===== config.mk =====
export PLATFORM = sky130hd
export DESIGN_NAME = xlat_cache
export DESIGN_NICKNAME = d
export VERILOG_FILES = /design/src/rtl/xlat_pkg.sv /design/src/rtl/xlat_match.sv /design/src/rtl/xlat_victim.sv /design/src/rtl/xlat_cache.sv
export SDC_FILE = /design/constraint.sdc
export NUM_CORES = 1
export LEC_CHECK = 0
export CAP_MARGIN = 5
export CORE_MARGIN = 3
export CORE_UTILIZATION = 40
export DETAILED_ROUTE_END_ITERATION = 6
export DONT_BUFFER_PORTS = 1
export PLACE_DENSITY_LB_ADDON = 0.08
export SETUP_SLACK_MARGIN = 0.05
export SYNTH_ARGS = -nofsm -noshare
export SYNTH_HDL_FRONTEND = slang
export SYNTH_SLANG_ARGS = --single-unit

===== constraint.sdc =====
create_clock -name clk -period 3.56 [get_ports clk]
set_input_delay 0 -clock clk [delete_from_list [all_inputs] [get_ports clk]]
set_output_delay 0 -clock clk [all_outputs]
set_load 0.05 [all_outputs]

===== src/rtl/xlat_pkg.sv =====
package xlat_pkg;
   typedef struct packed {
      logic prot;
      logic rd;
      logic wr;
   } xperm_t;

   function automatic logic perm_denied(xperm_t p, logic is_wr, logic is_sup);
      return (p.prot && !is_sup) || (is_wr ? !p.wr : !p.rd);
   endfunction
endpackage


===== src/rtl/xlat_match.sv =====
module xlat_match #(
   parameter int ENTRIES = 8,
   parameter int VPN_W   = 20,
   parameter int SLOT_W  = 3
) (
   input  logic [ENTRIES-1:0]       valid_i,
   input  logic [ENTRIES*VPN_W-1:0] tags_i,
   input  logic [VPN_W-1:0]         key_i,
   output logic [ENTRIES-1:0]       match_o,
   output logic                     any_o,
   output logic [SLOT_W-1:0]        idx_o
);
   for (genvar g = 0; g < ENTRIES; g++) begin : g_cmp
      assign match_o[g] = valid_i[g] && (tags_i[g*VPN_W +: VPN_W] == key_i);
   end

   assign any_o = |match_o;

   always_comb begin
      idx_o = '0;
      for (int i = ENTRIES - 1; i >= 0; i--) begin
         if (match_o[i]) idx_o = SLOT_W'(i);
      end
   end
endmodule


===== src/rtl/xlat_victim.sv =====
module xlat_victim #(
   parameter int ENTRIES         = 8,
   parameter int SLOT_W          = 3,
   parameter bit FALLBACK_ROTATE = 1'b1
) (
   input  logic               clk,
   input  logic               rst_n,
   input  logic [ENTRIES-1:0] valid_i,
   input  logic [ENTRIES-1:0] ref_i,
   input  logic               take_i,
   output logic [SLOT_W-1:0]  victim_o
);
   logic [SLOT_W-1:0] ptr;
   logic              all_used;
   logic              got_free, got_cold;
   logic [SLOT_W-1:0] free_idx, cold_idx;

   assign all_used = (&valid_i) && (&ref_i);

   always_comb begin
      got_free = 1'b0;
      free_idx = '0;
      for (int i = 0; i < ENTRIES; i++) begin
         if (!got_free && !valid_i[i]) begin
            got_free = 1'b1;
            free_idx = SLOT_W'(i);
         end
      end
      got_cold = 1'b0;
      cold_idx = '0;
      for (int i = 0; i < ENTRIES; i++) begin
         if (!got_cold && !ref_i[i]) begin
            got_cold = 1'b1;
            cold_idx = SLOT_W'(i);
         end
      end
   end

   generate
      if (FALLBACK_ROTATE) begin : g_rot
         always_ff @(posedge clk or negedge rst_n) begin
            if (!rst_n)                ptr <= '0;
            else if (take_i && all_used)
               ptr <= (ptr == SLOT_W'(ENTRIES - 1)) ? '0 : ptr + 1'b1;
         end
      end else begin : g_fixed
         assign ptr = '0;
      end
   endgenerate

   assign victim_o = got_free ? free_idx : (got_cold ? cold_idx : ptr);

   AST_VICTIM_FREE_FIRST: assert property (@(posedge clk) disable iff (!rst_n)
      !(&valid_i) |-> !valid_i[victim_o]);
   AST_VICTIM_COLD_NEXT: assert property (@(posedge clk) disable iff (!rst_n)
      ((&valid_i) && !(&ref_i)) |-> !ref_i[victim_o]);
   AST_ROTATE_STEPS: assert property (@(posedge clk) disable iff (!rst_n)
      (take_i && all_used && victim_o != SLOT_W'(ENTRIES - 1) && FALLBACK_ROTATE)
      |=> (ptr == $past(victim_o) + 1'b1));
endmodule


===== src/rtl/xlat_cache.sv =====
module xlat_cache #(
   parameter int VA_W      = 32,
   parameter int PA_W      = 32,
   parameter int PAGE_BITS = 12,
   parameter int ENTRIES   = 8,
   parameter bit FALLBACK_ROTATE = 1'b1,
   localparam int VPN_W  = VA_W - PAGE_BITS,
   localparam int PPN_W  = PA_W - PAGE_BITS,
   localparam int SLOT_W = (ENTRIES > 1) ? $clog2(ENTRIES) : 1
) (
   input  logic              clk,
   input  logic              rst_n,
   input  logic              lk_valid,
   input  logic [VA_W-1:0]   lk_vaddr,
   input  logic              lk_write,
   input  logic              lk_super,
   output logic              res_hit,
   output logic              res_miss,
   output logic              res_fault,
   output logic [PA_W-1:0]   res_paddr,
   input  logic              fill_valid,
   input  logic [VPN_W-1:0]  fill_vpn,
   input  logic [PPN_W-1:0]  fill_ppn,
   input  logic              fill_rd,
   input  logic              fill_wr,
   input  logic              fill_prot,
   input  logic              ref_clear,
   output logic              fill_done,
   output logic [SLOT_W-1:0] fill_slot,
   output logic              ev_valid,
   output logic [VPN_W-1:0]  ev_vpn,
   output logic              ev_dirty
);
   import xlat_pkg::*;

   if (PAGE_BITS < 1 || PAGE_BITS >= VA_W || PAGE_BITS >= PA_W) begin : g_bad_page
      $error("xlat_cache: PAGE_BITS out of range");
   end
   if (ENTRIES < 2) begin : g_bad_depth
      $error("xlat_cache: need at least two entries");
   end

   logic [ENTRIES-1:0]       val_vec, ref_vec, dirty_vec;
   logic [ENTRIES*VPN_W-1:0] vpn_flat;
   logic [PPN_W-1:0]         ppn_arr  [ENTRIES];
   xperm_t                   perm_arr [ENTRIES];

   logic [VPN_W-1:0]  lk_vpn;
   logic [ENTRIES-1:0] match_vec;
   logic              match_any;
   logic [SLOT_W-1:0] hit_idx;
   logic [SLOT_W-1:0] vic_idx;
   logic              denied;
   logic              hit_now, miss_now, fault_now;
   xperm_t            fill_perm;

   assign lk_vpn    = lk_vaddr[VA_W-1:PAGE_BITS];
   assign fill_perm = '{prot: fill_prot, rd: fill_rd, wr: fill_wr};

   xlat_match #(.ENTRIES(ENTRIES), .VPN_W(VPN_W), .SLOT_W(SLOT_W)) u_match (
      .valid_i (val_vec),
      .tags_i  (vpn_flat),
      .key_i   (lk_vpn),
      .match_o (match_vec),
      .any_o   (match_any),
      .idx_o   (hit_idx)
   );

   xlat_victim #(.ENTRIES(ENTRIES), .SLOT_W(SLOT_W),
                 .FALLBACK_ROTATE(FALLBACK_ROTATE)) u_victim (
      .clk      (clk),
      .rst_n    (rst_n),
      .valid_i  (val_vec),
      .ref_i    (ref_vec),
      .take_i   (fill_valid),
      .victim_o (vic_idx)
   );

   assign denied    = perm_denied(perm_arr[hit_idx], lk_write, lk_super);
   assign hit_now   = lk_valid && match_any && !denied;
   assign fault_now = lk_valid && match_any && denied;
   assign miss_now  = lk_valid && !match_any;

   for (genvar g = 0; g < ENTRIES; g++) begin : g_ent
      logic             e_val, e_ref, e_dirty;
      logic [VPN_W-1:0] e_vpn;
      logic [PPN_W-1:0] e_ppn;
      xperm_t           e_perm;
      logic             replace, touched;

      assign replace = fill_valid && (vic_idx == SLOT_W'(g));
      assign touched = hit_now && (hit_idx == SLOT_W'(g));

      always_ff @(posedge clk or negedge rst_n) begin
         if (!rst_n) begin
            e_val   <= 1'b0;
            e_ref   <= 1'b0;
            e_dirty <= 1'b0;
            e_vpn   <= '0;
            e_ppn   <= '0;
            e_perm  <= '0;
         end else if (replace) begin
            e_val   <= 1'b1;
            e_ref   <= 1'b0;
            e_dirty <= 1'b0;
            e_vpn   <= fill_vpn;
            e_ppn   <= fill_ppn;
            e_perm  <= fill_perm;
         end else if (touched) begin
            e_ref <= 1'b1;
            if (lk_write) e_dirty <= 1'b1;
         end else if (ref_clear) begin
            e_ref <= 1'b0;
         end
      end

      assign val_vec[g]                 = e_val;
      assign ref_vec[g]                 = e_ref;
      assign dirty_vec[g]               = e_dirty;
      assign vpn_flat[g*VPN_W +: VPN_W] = e_vpn;
      assign ppn_arr[g]                 = e_ppn;
      assign perm_arr[g]                = e_perm;
   end

   always_ff @(posedge clk or negedge rst_n) begin
      if (!rst_n) begin
         res_hit   <= 1'b0;
         res_miss  <= 1'b0;
         res_fault <= 1'b0;
         res_paddr <= '0;
      end else begin
         res_hit   <= hit_now;
         res_miss  <= miss_now;
         res_fault <= fault_now;
         res_paddr <= hit_now ? {ppn_arr[hit_idx], lk_vaddr[PAGE_BITS-1:0]} : '0;
      end
   end

   always_ff @(posedge clk or negedge rst_n) begin
      if (!rst_n) begin
         fill_done <= 1'b0;
         fill_slot <= '0;
         ev_valid  <= 1'b0;
         ev_vpn    <= '0;
         ev_dirty  <= 1'b0;
      end else begin
         fill_done <= fill_valid;
         fill_slot <= fill_valid ? vic_idx : '0;
         ev_valid  <= fill_valid && val_vec[vic_idx];
         ev_vpn    <= (fill_valid && val_vec[vic_idx]) ? vpn_flat[vic_idx*VPN_W +: VPN_W] : '0;
         ev_dirty  <= fill_valid && val_vec[vic_idx] && dirty_vec[vic_idx];
      end
   end

   AST_ONE_OUTCOME: assert property (@(posedge clk) disable iff (!rst_n)
      $onehot0({res_hit, res_miss, res_fault}));
   AST_ANSWER_EACH: assert property (@(posedge clk) disable iff (!rst_n)
      lk_valid |=> (res_hit || res_miss || res_fault));
   AST_IDLE_QUIET: assert property (@(posedge clk) disable iff (!rst_n)
      !lk_valid |=> !(res_hit || res_miss || res_fault));
   AST_OFFSET_PASS: assert property (@(posedge clk) disable iff (!rst_n)
      lk_valid |=> (!res_hit ||
         res_paddr[PAGE_BITS-1:0] == $past(lk_vaddr[PAGE_BITS-1:0])));
   AST_NONHIT_ZERO: assert property (@(posedge clk) disable iff (!rst_n)
      !res_hit |-> (res_paddr == '0));
   AST_HIT_MARKS: assert property (@(posedge clk) disable iff (!rst_n)
      (hit_now && !(fill_valid && vic_idx == hit_idx))
      |=> ref_vec[$past(hit_idx)]);
   AST_WRITE_MARKS: assert property (@(posedge clk) disable iff (!rst_n)
      (hit_now && lk_write && !(fill_valid && vic_idx == hit_idx))
      |=> dirty_vec[$past(hit_idx)]);
   AST_SWEEP_CLEARS: assert property (@(posedge clk) disable iff (!rst_n)
      (ref_clear && !lk_valid) |=> (ref_vec == '0));
   AST_FILL_ACK: assert property (@(posedge clk) disable iff (!rst_n)
      fill_valid |=> fill_done);
endmodule


# Yosys cells after proc, flatten, opt, wreduce, memory -nomap -nowiden
# Cells that the tools add are included.
dict set report classes {
  addsub 1
  multipliers 1
  order_cmp 2
  n_eq_ne 23
  shifts 1
  muxes 89
  n_bitwise 1
  n_reduce_logical 116
}
# operator n
set op_table {}
lappend op_table {{20-bit == test} 8}
lappend op_table {{160-bit by 9-bit indexed part select with 20-bit output} 1}
lappend op_table {{3-bit two-way mux} 23}
lappend op_table {{20-bit binary-select mux with 3-bit select} 1}
lappend op_table {{20-bit two-way mux} 3}
lappend op_table {{1-bit two-way mux} 55}
lappend op_table {{1-bit logical AND} 47}
lappend op_table {{32-bit two-way mux} 1}
lappend op_table {{2-bit nonzero test} 16}
lappend op_table {{1-bit zero test} 31}
lappend op_table {{3-bit == test, second input constant} 9}
lappend op_table {{3-bit nonzero test} 8}
lappend op_table {{2-bit AND reduction} 8}
lappend op_table {{8-bit AND reduction} 2}
lappend op_table {{3-bit by 2-bit == test with 1-bit output, second input constant} 4}
lappend op_table {{3-bit binary-select mux with 3-bit select} 1}
lappend op_table {{8-bit OR reduction} 1}
lappend op_table {{1-bit binary-select mux with 3-bit select} 2}
lappend op_table {{3-bit by 1-bit == test with 1-bit output, second input constant} 2}
lappend op_table {{3-bit zero test} 2}
lappend op_table {{3-bit by 3-bit multiplier with 6-bit output, second input constant} 1}
lappend op_table {{2-bit two-way mux} 3}
lappend op_table {{4-bit >= comparator, second input constant} 1}
lappend op_table {{3-bit by 4-bit less-than comparator with 1-bit output, second input constant} 1}
lappend op_table {{3 further kinds} 3}
dict set report totals {
  regBits 432
  inputBits 82
  out_inout_bits 61
  word_cells 308
}

# Longest topological paths before layout
# Gate-level depths: netlist (run 1).
dict set report depth {
  depth_word 27
  mapped_depth 13
}

# Modules after synthesis
# Synthesis (run 1) repeated with hierarchy kept, for this count alone.
dict set report unflattened {
  hier_cells 1552
  area_unflattened_um2 21055.2
}
# mod instances cells_each area_each_um2 seq_area_each_um2
set by_module_without_submodules {}
lappend by_module_without_submodules {xlat_cache 1 1259 18572.8 10735.3}
lappend by_module_without_submodules {xlat_match 1 251 2138.3 0.0}
lappend by_module_without_submodules {xlat_victim 1 42 344.1 75.1}

# Worst setup path before layout (run 1)
# No wires, ideal clock.
dict set report synth_path {
  path_kind {reg-to-reg}
  from {reg g_ent[2].e_vpn[12]}
  to {reg res_paddr[29]}
  setup_time_ns 0.066
  arrival_ns 2.990
  required_time_ns 3.494
  path_slack_ns 0.504
  stages_incl_launch_ff 13
  synth_period_minus_slack_ns 3.056
  path_cell_list {dfrtp_1 -> xor2_1 -> or4b_4 -> nor4b_4 -> and4_1 -> a311oi_1 -> buf_4 -> mux2i_1 -> a211o_1 -> a211o_1 -> a21oi_4 -> buf_6 -> and3_1}
}
dict set report synth_via {
  elab_chain_cells 15
  elab_cells_between_ends 22
  classes_between {eq/ne: 1; mux: 11; bitwise: 1; reduce/logical: 9}
}
# item line
set synth_lines {}
lappend synth_lines {{start, declared} xlat_cache.sv:86} ;# logic [VPN_W-1:0] e_vpn;
lappend synth_lines {{start signal, assigned} xlat_cache.sv:106} ;# e_vpn <= fill_vpn;
lappend synth_lines {{20-bit == test *} xlat_match.sv:14} ;# assign match_o[g] = valid_i[g] && (tags_i[g*VPN_W +: VPN_W] == key_i);
lappend synth_lines {{1-bit logical AND *} xlat_match.sv:14}
lappend synth_lines {{3-bit two-way mux (3 in a row)} xlat_match.sv:22} ;# if (match_o[i]) idx_o = SLOT_W'(i);
lappend synth_lines {{3-bit NOT with 4-bit output (not written as such)} {xlat_cache.sv:79, xlat_cache.sv:135}}
lappend synth_lines {{3-bit binary-select mux with 3-bit select} xlat_cache.sv:79} ;# assign denied = perm_denied(perm_arr[hit_idx], lk_write, lk_super);
lappend synth_lines {{3-bit two-way mux (not written as such) (2 in a row)} xlat_cache.sv:79}
lappend synth_lines {{1-bit zero test} xlat_pkg.sv:9} ;# return (p.prot && !is_sup) || (is_wr ? !p.wr : !p.rd);
lappend synth_lines {{1-bit two-way mux} xlat_pkg.sv:9}
lappend synth_lines {{1-bit logical OR} xlat_pkg.sv:9}
lappend synth_lines {{1-bit zero test} xlat_cache.sv:80} ;# assign hit_now = lk_valid && match_any && !denied;
lappend synth_lines {{1-bit logical AND} xlat_cache.sv:80}
lappend synth_lines {{32-bit two-way mux *} xlat_cache.sv:135} ;# res_paddr <= hit_now ? {ppn_arr[hit_idx], lk_vaddr[PAGE_BITS-1:0]} : '0;
lappend synth_lines {{end signal, assigned} xlat_cache.sv:135}
lappend synth_lines {{end, declared} xlat_cache.sv:20} ;# output logic [PA_W-1:0] res_paddr,
# Every way passes the cells marked *; elsewhere a longest branch is shown, timed or not. The select of a mux whose other input is x is not followed.
# A chain may end at the register's enable or synchronous reset.

# Worst setup path after layout (run 1)
dict set report layout_path {
  from {reg g_ent[6].e_vpn[6]}
  to {reg res_paddr[19]}
}
dict set report layout_via {
  elab_chain_cells 19
  elab_cells_between_ends 26
  classes_between {eq/ne: 1; mux: 15; bitwise: 1; reduce/logical: 9}
}
# item line
set layout_lines {}
lappend layout_lines {{start, declared} xlat_cache.sv:86}
lappend layout_lines {{start signal, assigned} xlat_cache.sv:106}
lappend layout_lines {{20-bit == test *} xlat_match.sv:14}
lappend layout_lines {{1-bit logical AND *} xlat_match.sv:14}
lappend layout_lines {{3-bit two-way mux (7 in a row)} xlat_match.sv:22}
lappend layout_lines {{3-bit NOT with 4-bit output (not written as such)} {xlat_cache.sv:79, xlat_cache.sv:135}}
lappend layout_lines {{3-bit binary-select mux with 3-bit select} xlat_cache.sv:79}
lappend layout_lines {{3-bit two-way mux (not written as such) (2 in a row)} xlat_cache.sv:79}
lappend layout_lines {{1-bit zero test} xlat_pkg.sv:9}
lappend layout_lines {{1-bit two-way mux} xlat_pkg.sv:9}
lappend layout_lines {{1-bit logical OR} xlat_pkg.sv:9}
lappend layout_lines {{1-bit zero test} xlat_cache.sv:80}
lappend layout_lines {{1-bit logical AND} xlat_cache.sv:80}
lappend layout_lines {{32-bit two-way mux *} xlat_cache.sv:135}
# Marked as above.

==> results.toml, run 1 <==
[outcome]
status = "finished, violations left"
violations = "hold timing, slew limit"

[timing]
setup_violations = 0
whs_ns = -0.885
fin_crit_ns = 3.53
skew_ns = 0.0220
worst_slew_pin_slew_ns = 1.97
fin_crit_sh_pct = 99.3
finalHoldViolCount = 432
fmax_mhz = 283
maxSlewViolCount = 180
relSlewSlack_pct = -31.2
rsz0062_at_grt = "yes"

[setup_path]
reg2reg_slack_ns = 0.03
crit_required_ns = 4.11
startpoint_type = "flip-flop"
path_max_fanout = 8
crit_path_end_kind = "flip-flop"
arrival_ns = 4.08
critical_path_class = "reg2reg"

[final_layout]
final_util_pct = 49.5
nets = 2405
synthToLayoutAreaGrowth_pct = 21.7
layout-drive-gt1-share_pct = 24.7
fin_area_sq_um = 26200

[logic_synthesis]
yosysWarnings = 0
syn_nets = 2239
ys_async_sr_fraction_pct = 100
synth.avg_cell_area_sq_um = 10.0
synthCells = 2155
synth-seq-area-share_pct = 50.1
synth_compound_area_share_pct = 4.47
synth_fa_ha_area_share_pct = 0.116
synthMuxAreaShare_pct = 15.2
synth_xor_area_share_pct = 6.56
ys_seq_elements = 432
yosysUniqueCellTypes = 68
synth_top_flop_cell = "dfrtp_1"
synth_edf_count = 0
synth_area_sq_um = 21600
synth_top_family_by_area = "simple AND/OR/NAND/NOR gates"
synthSimpleGateAreaFrac_pct = 20.5

[run]
max_cap_violations = 0

[clock_tree]
ctsHoldBuffers = 59
cts_buffers = 51
clk_latency_ns = 0.61
cts.sinks = 432
clockRootBuffer = "clkbuf_16"
path_clk_slew_ns = 0.06
cts_htree_levels = 2
cts_buffer_depth = 3
cts_tree = "done"

[global_routing]
track_usage_pct = 27.5
grt_pass1_wl_um = 116000
grt_antenna_before_repair = 2
grt_pass1_vias = 17400
grt_max_degree = 433
overflow = 0

[floorplanning]
dieHeight_um = 238
initial_core_util_pct = 40.7
row_count = 84
ios = 143
core_sq_um = 53000
fp.dieW_um = 238
die_area_sq_um = 56700

[drt]
wl_per_cell_um = 25.5
ant_nets = 0
drc = 0
via_per_inst = 5.51
wl_um = 77700
dr.first_iter.drc_count = 1148
firstDrtPassIters = 5
vias = 16800

[min_path]
hp-class = "in2async"

[placement]
place_area_sq_um = 23400
hpwl_um = 51300
port_buffers = 0
routabilityCongestion = 0.937

[power]
ir_drop_mv = 0.998
powerDensity_nw_per_um2 = 1190
power.leakage_uw = 0.0121
## per-layer routing
metal  vias up  GRT usage, %  part of all wire (%)
met2       388          47.6                    50
met4         0          9.49                   3.3
li1       7681             -                     -
met3       131          3.95                   4.0
met1      8608          35.3                    43
met5         -             0                     0
## power by group
part / internal [uW] / switching [uW] / leakage [uW]
Sequential: 7100 / 1760 / 0.00537
Combinational: 6600 / 10500 / 0.00585
Clock: 3120 / 2180 / 0.000835
Total: 16800 / 14400 / 0.0121
## kinds of logic (layout without fill, tap and decap cells)
| family | after synthesis | in the layout |
|---|---|---|
| XOR/XNOR | 159 | 159 |
| adder cells (fa/ha/maj) | 2 | 2 |
| flip-flops | 432 | 432 |
| AO/OA/AOI/OAI | 136 | 136 |
| multiplexers | 298 | 298 |
| AND/OR/NAND/NOR | 983 | 983 |
| other | 0 | 2 |
| buffers and inverters | 145 | 349 |
## final timing paths
kind                                    from           endpoint  depth (start not counted)
hold reg to reg            g_ent[5].e_ppn[5]  g_ent[5].e_ppn[5]                          2
setup / recovery           g_ent[6].e_vpn[6]      res_paddr[19]                         13
hold / removal                         rst_n          ev_vpn[9]                          0
max in group asynchronous              rst_n           ev_dirty                          0
setup reg to reg           g_ent[6].e_vpn[6]      res_paddr[19]                         13
min in group clk                lk_vaddr[11]      res_paddr[11]                          2
## worst max-delay path, stage by stage, from the launching register on
cell and delay (ns):
dfrtp_1 0.41, xnor2_2 0.19, nand4_1 0.15, or4_4 0.58, o211ai_1 0.37, a311oi_4 0.18
buf_12 0.18, mux2i_1 0.11, a211o_1 0.31, a211o_1 0.35, a21oi_4 0.16, buf_12 0.16
buf_12 0.15, and3_4 0.18
## cell usage in the layout, fill, tap and decap left out, types with 30 or more instances in the layout
master,count
a21oi_1,35
buf_4,158
clkbuf_16,53
dfrtp_1,432
dlygate4sd3_1,59
mux2_2,228
mux2i_1,69
nand2_1,615
nand3_1,141
nand4_1,50
nor2_1,30
xnor2_1,90
xnor2_2,30
xor2_1,36
## cells in the mapped netlist, types with 20 or more instances
library cell	number	area [sq um]
a21oi_1	36	180
buf_2	24	120
clkbuf_1	70	263
dfrtp_1	432	10800
mux2_2	228	2570
mux2i_1	70	701
nand2_1	616	2310
nand3_1	144	721
nand4_1	50	313
nor2_1	31	116
nor3_1	29	145
nor4_1	20	125
xnor2_1	117	1020
xor2_1	39	342
## registers in the layout, indices dropped and copies added (netlist names)
name and flops:
g_ent.e_ppn 160, g_ent.e_vpn 160, res_paddr 32, g_ent.e_perm 24, ev_vpn 20, g_ent.e_dirty 8
g_ent.e_ref 8, g_ent.e_val 8, fill_slot 3, u_victim.ptr 3, ev_dirty 1, ev_valid 1
fill_done 1, res_fault 1, res_hit 1, res_miss 1
## final cells by class
class,count,area [sq um]
flip-flops and latches,432,10800
repair buffers,241,2250
clock buffers,76,1530
diodes,2,5.00
well taps,688,861
multi-input cells,1578,10500
inverters,17,63.8
clock inverters,15,176
fillers,4869,26700
## timing repair
action / in CTS / in global routing
pin swaps: 2 / 25
endpoints found under the setup margin: 37 / 44
hold endpoints to repair: 841 / 432
setup buffers: 1 / 8
cloned: 1 / 1
resized for setup: 20 / 42
## through the flow
stage | setup WS, ns | setup TNS (ns) | instances | power (uW)
2_1_floorplan | 0.504 | 0 | 2155 | 18800
3_3_place_gp | 0.0138 | 0 | 2887 | 25400
3_5_place_dp | -0.0476 | -0.0565 | 2887 | 25600
4_1_cts | 0.0353 | 0 | 3039 | 31200
5_1_grt | -0.0705 | -1.13 | 3048 | 33000
6_report | 0.0257 | 0 | 3049 | 31300
Note: power is estimated with default switching activity, not from simulation.
==> run 2, diff against run 1 <==
--- a/config.mk
+++ b/config.mk
@@ -11,7 +11,6 @@
 export DETAILED_ROUTE_END_ITERATION = 6
 export DONT_BUFFER_PORTS = 1
 export PLACE_DENSITY_LB_ADDON = 0.08
-export SETUP_SLACK_MARGIN = 0.05
 export SYNTH_ARGS = -nofsm -noshare
 export SYNTH_HDL_FRONTEND = slang
 export SYNTH_SLANG_ARGS = --single-unit
==> run 2 against run 1 <==
The flow finishes with violations (hold timing, slew limit, setup timing); first-iteration DRC count rose by 3.0%; clock-buffer cell count did not move; sequential share of layout area rose by 0.14 points; final area fell by 0.35%; critical endpoint is now res_paddr[26]; largest cell class unchanged.
==> results.toml, run 2 (synthesized netlist as in run 1, its figures left out) <==
[setup_path]
path_max_fanout = 13
slowest_stage = "or4_4"
timing.critical_path.mode_cell = "a211o_1"
critical_path_class = "reg2reg"
crit_buf_inv = 3
arrival_ns = 4.12
r2r-end = "res_paddr[26]"
crit_path_end_kind = "flip-flop"
worstPathCellList = "xnor2_2, nand4_1, or4_4, o211ai_1, a311oi_4, buf_12, mux2i_1, a211o_1, a211o_1, a21oi_4, buf_4, clkbuf_16, o31a_1"
rr_worst_depth = 13
reg2reg_slack_ns = -0.0009
critPathTopFamily = "compound AO/OA/AOI/OAI gates"
crit_path_max_incr_delay_ns = 0.59
cp.depth = 13
crit_required_ns = 4.12
startpoint_type = "flip-flop"
timing.rr.start = "g_ent[6].e_vpn[6]"

[clock_tree]
cts_buffer_depth = 3
clk_latency_ns = 0.62
cts_tree = "done"
path_clk_slew_ns = 0.06
ctsHoldBuffers = 59
clockRootBuffer = "clkbuf_16"
cts_htree_levels = 2
cts.sinks = 432
cts_buffers = 51

[global_routing]
overflow = 0
grt_antenna_before_repair = 2
grt_max_degree = 433
grt_pass1_vias = 17400
grt_pass1_wl_um = 116000
track_usage_pct = 27.4

[floorplanning]
dieHeight_um = 238
fp.dieW_um = 238
row_count = 84
ios = 143
initial_core_util_pct = 40.7
core_sq_um = 53000
die_area_sq_um = 56700

[final_layout]
layout_commonest_cell = "nand2_1"
final_cell_mix = "nand2_1 (614), dfrtp_1 (432), mux2_2 (228)"
synthToLayoutAreaGrowth_pct = 21.3
n_fill_cell = 4883
final_util_pct = 49.4
layout-drive-gt1-share_pct = 24.5
fin_area_sq_um = 26200
nets = 2406
reg_top3 = "g_ent.e_ppn: 160 flops, g_ent.e_vpn: 160 flops, res_paddr: 32 flops"

[placement]
place_area_sq_um = 23400
port_buffers = 0
routabilityCongestion = 0.937
hpwl_um = 51300

[outcome]
status = "finished, violations left"
violations = "hold timing, slew limit, setup timing"

[timing]
relSlewSlack_pct = -52.3
maxSlewViolCount = 226
skew_ns = 0.0245
rsz0062_at_grt = "yes"
worst_slew_pin_slew_ns = 2.28
whs_ns = -0.883
setup_violations = 2
finalHoldViolCount = 432
fmax_mhz = 281
fin_crit_ns = 3.56
fin_crit_sh_pct = 100
fin_setup_tns_ns = -0.00175
setup_slack_ns = -0.000913

[drt]
wl_um = 77800
dr.first_iter.drc_count = 1182
vias = 16800
via_per_inst = 5.52
firstDrtPassIters = 5
wl_per_cell_um = 25.5
ant_nets = 0
drc = 0

[run]
max_cap_violations = 0

[power]
ir_drop_mv = 1.01
power.leakage_uw = 0.0120
powerDensity_nw_per_um2 = 1190

[min_path]
hp-class = "in2async"
==> run 2: power breakdown <==
part	switching (uW)	total (uW)	internal, uW	leakage, uW
clock network	2180	5300	3120	0.000835
registers	1750	8860	7100	0.00537
logic	10400	17000	6580	0.00584
==> run 2: through the flow <==
stage	instances	power, uW	setup slack (ns)	hold WS, ns
2_1_floorplan	2155	18800	0.504	-0.296
3_3_place_gp	2887	25400	0.0138	-0.276
3_5_place_dp	2887	25600	-0.0476	-0.275
4_1_cts	3037	31100	0.00814	-0.931
5_1_grt	3049	33000	-0.0847	-0.913
6_report	3050	31200	-0.000913	-0.883
==> run 2: worst max-delay path by stage <==
stage	start	endpoint	slack (ns)
after global routing	g_ent[6].e_vpn[6]	res_paddr[7]	-0.08
after CTS	g_ent[7].e_vpn[10]	res_paddr[20]	0.008
after global placement	g_ent[3].e_vpn[9]	res_paddr[20]	0.01
final	g_ent[6].e_vpn[6]	res_paddr[26]	-0.0009
after floorplan	g_ent[2].e_vpn[12]	res_paddr[29]	0.50
after detailed placement	g_ent[3].e_vpn[5]	res_paddr[20]	-0.05
==> run 2: worst register-to-register path: cells and delay by family, from the launching register on <==
kind                      cells  cell delay [ns]
AOI/OAI and AO/OA             6             1.52
xor gates and xnor gates      1             0.19
buffers and inverters         3             0.54
and+or+nand+nor               2             0.73
DFF                           1             0.41
muxes                         1             0.12
==> run 2: area by class of cell <==
class | instances | area (sq um) | area share (%)
diodes | 2 | 5.00 | 0.0191
clock buffers | 76 | 1530 | 5.86
clock inverters | 15 | 176 | 0.675
inverters | 17 | 63.8 | 0.244
multi-input cells | 1578 | 10500 | 40.1
flip-flops and latches | 432 | 10800 | 41.3
well taps | 688 | 861 | 3.29
repair buffers | 242 | 2230 | 8.52
==> run 2: metal layers <==
layer / wire, um / share of wire, % / global-route usage, % / vias to the layer above
li1: - / - / - / 7690
met1: 33200 / 43 / 35.2 / 8585
met2: 38500 / 49 / 47.4 / 407
met3: 3220 / 4.1 / 3.94 / 144
met4: 2850 / 3.7 / 9.36 / 0
met5: 0 / 0 / 0 / -
==> run 2: timing repair <==
item / in CTS / in global routing
hold endpoints to repair: 855 / 432
gates resized for setup: 6 / 44
pin swaps: 1 / 24
endpoints found under the setup margin: 8 / 43
buffers inserted: 0 / 10
gates cloned: 0 / 2
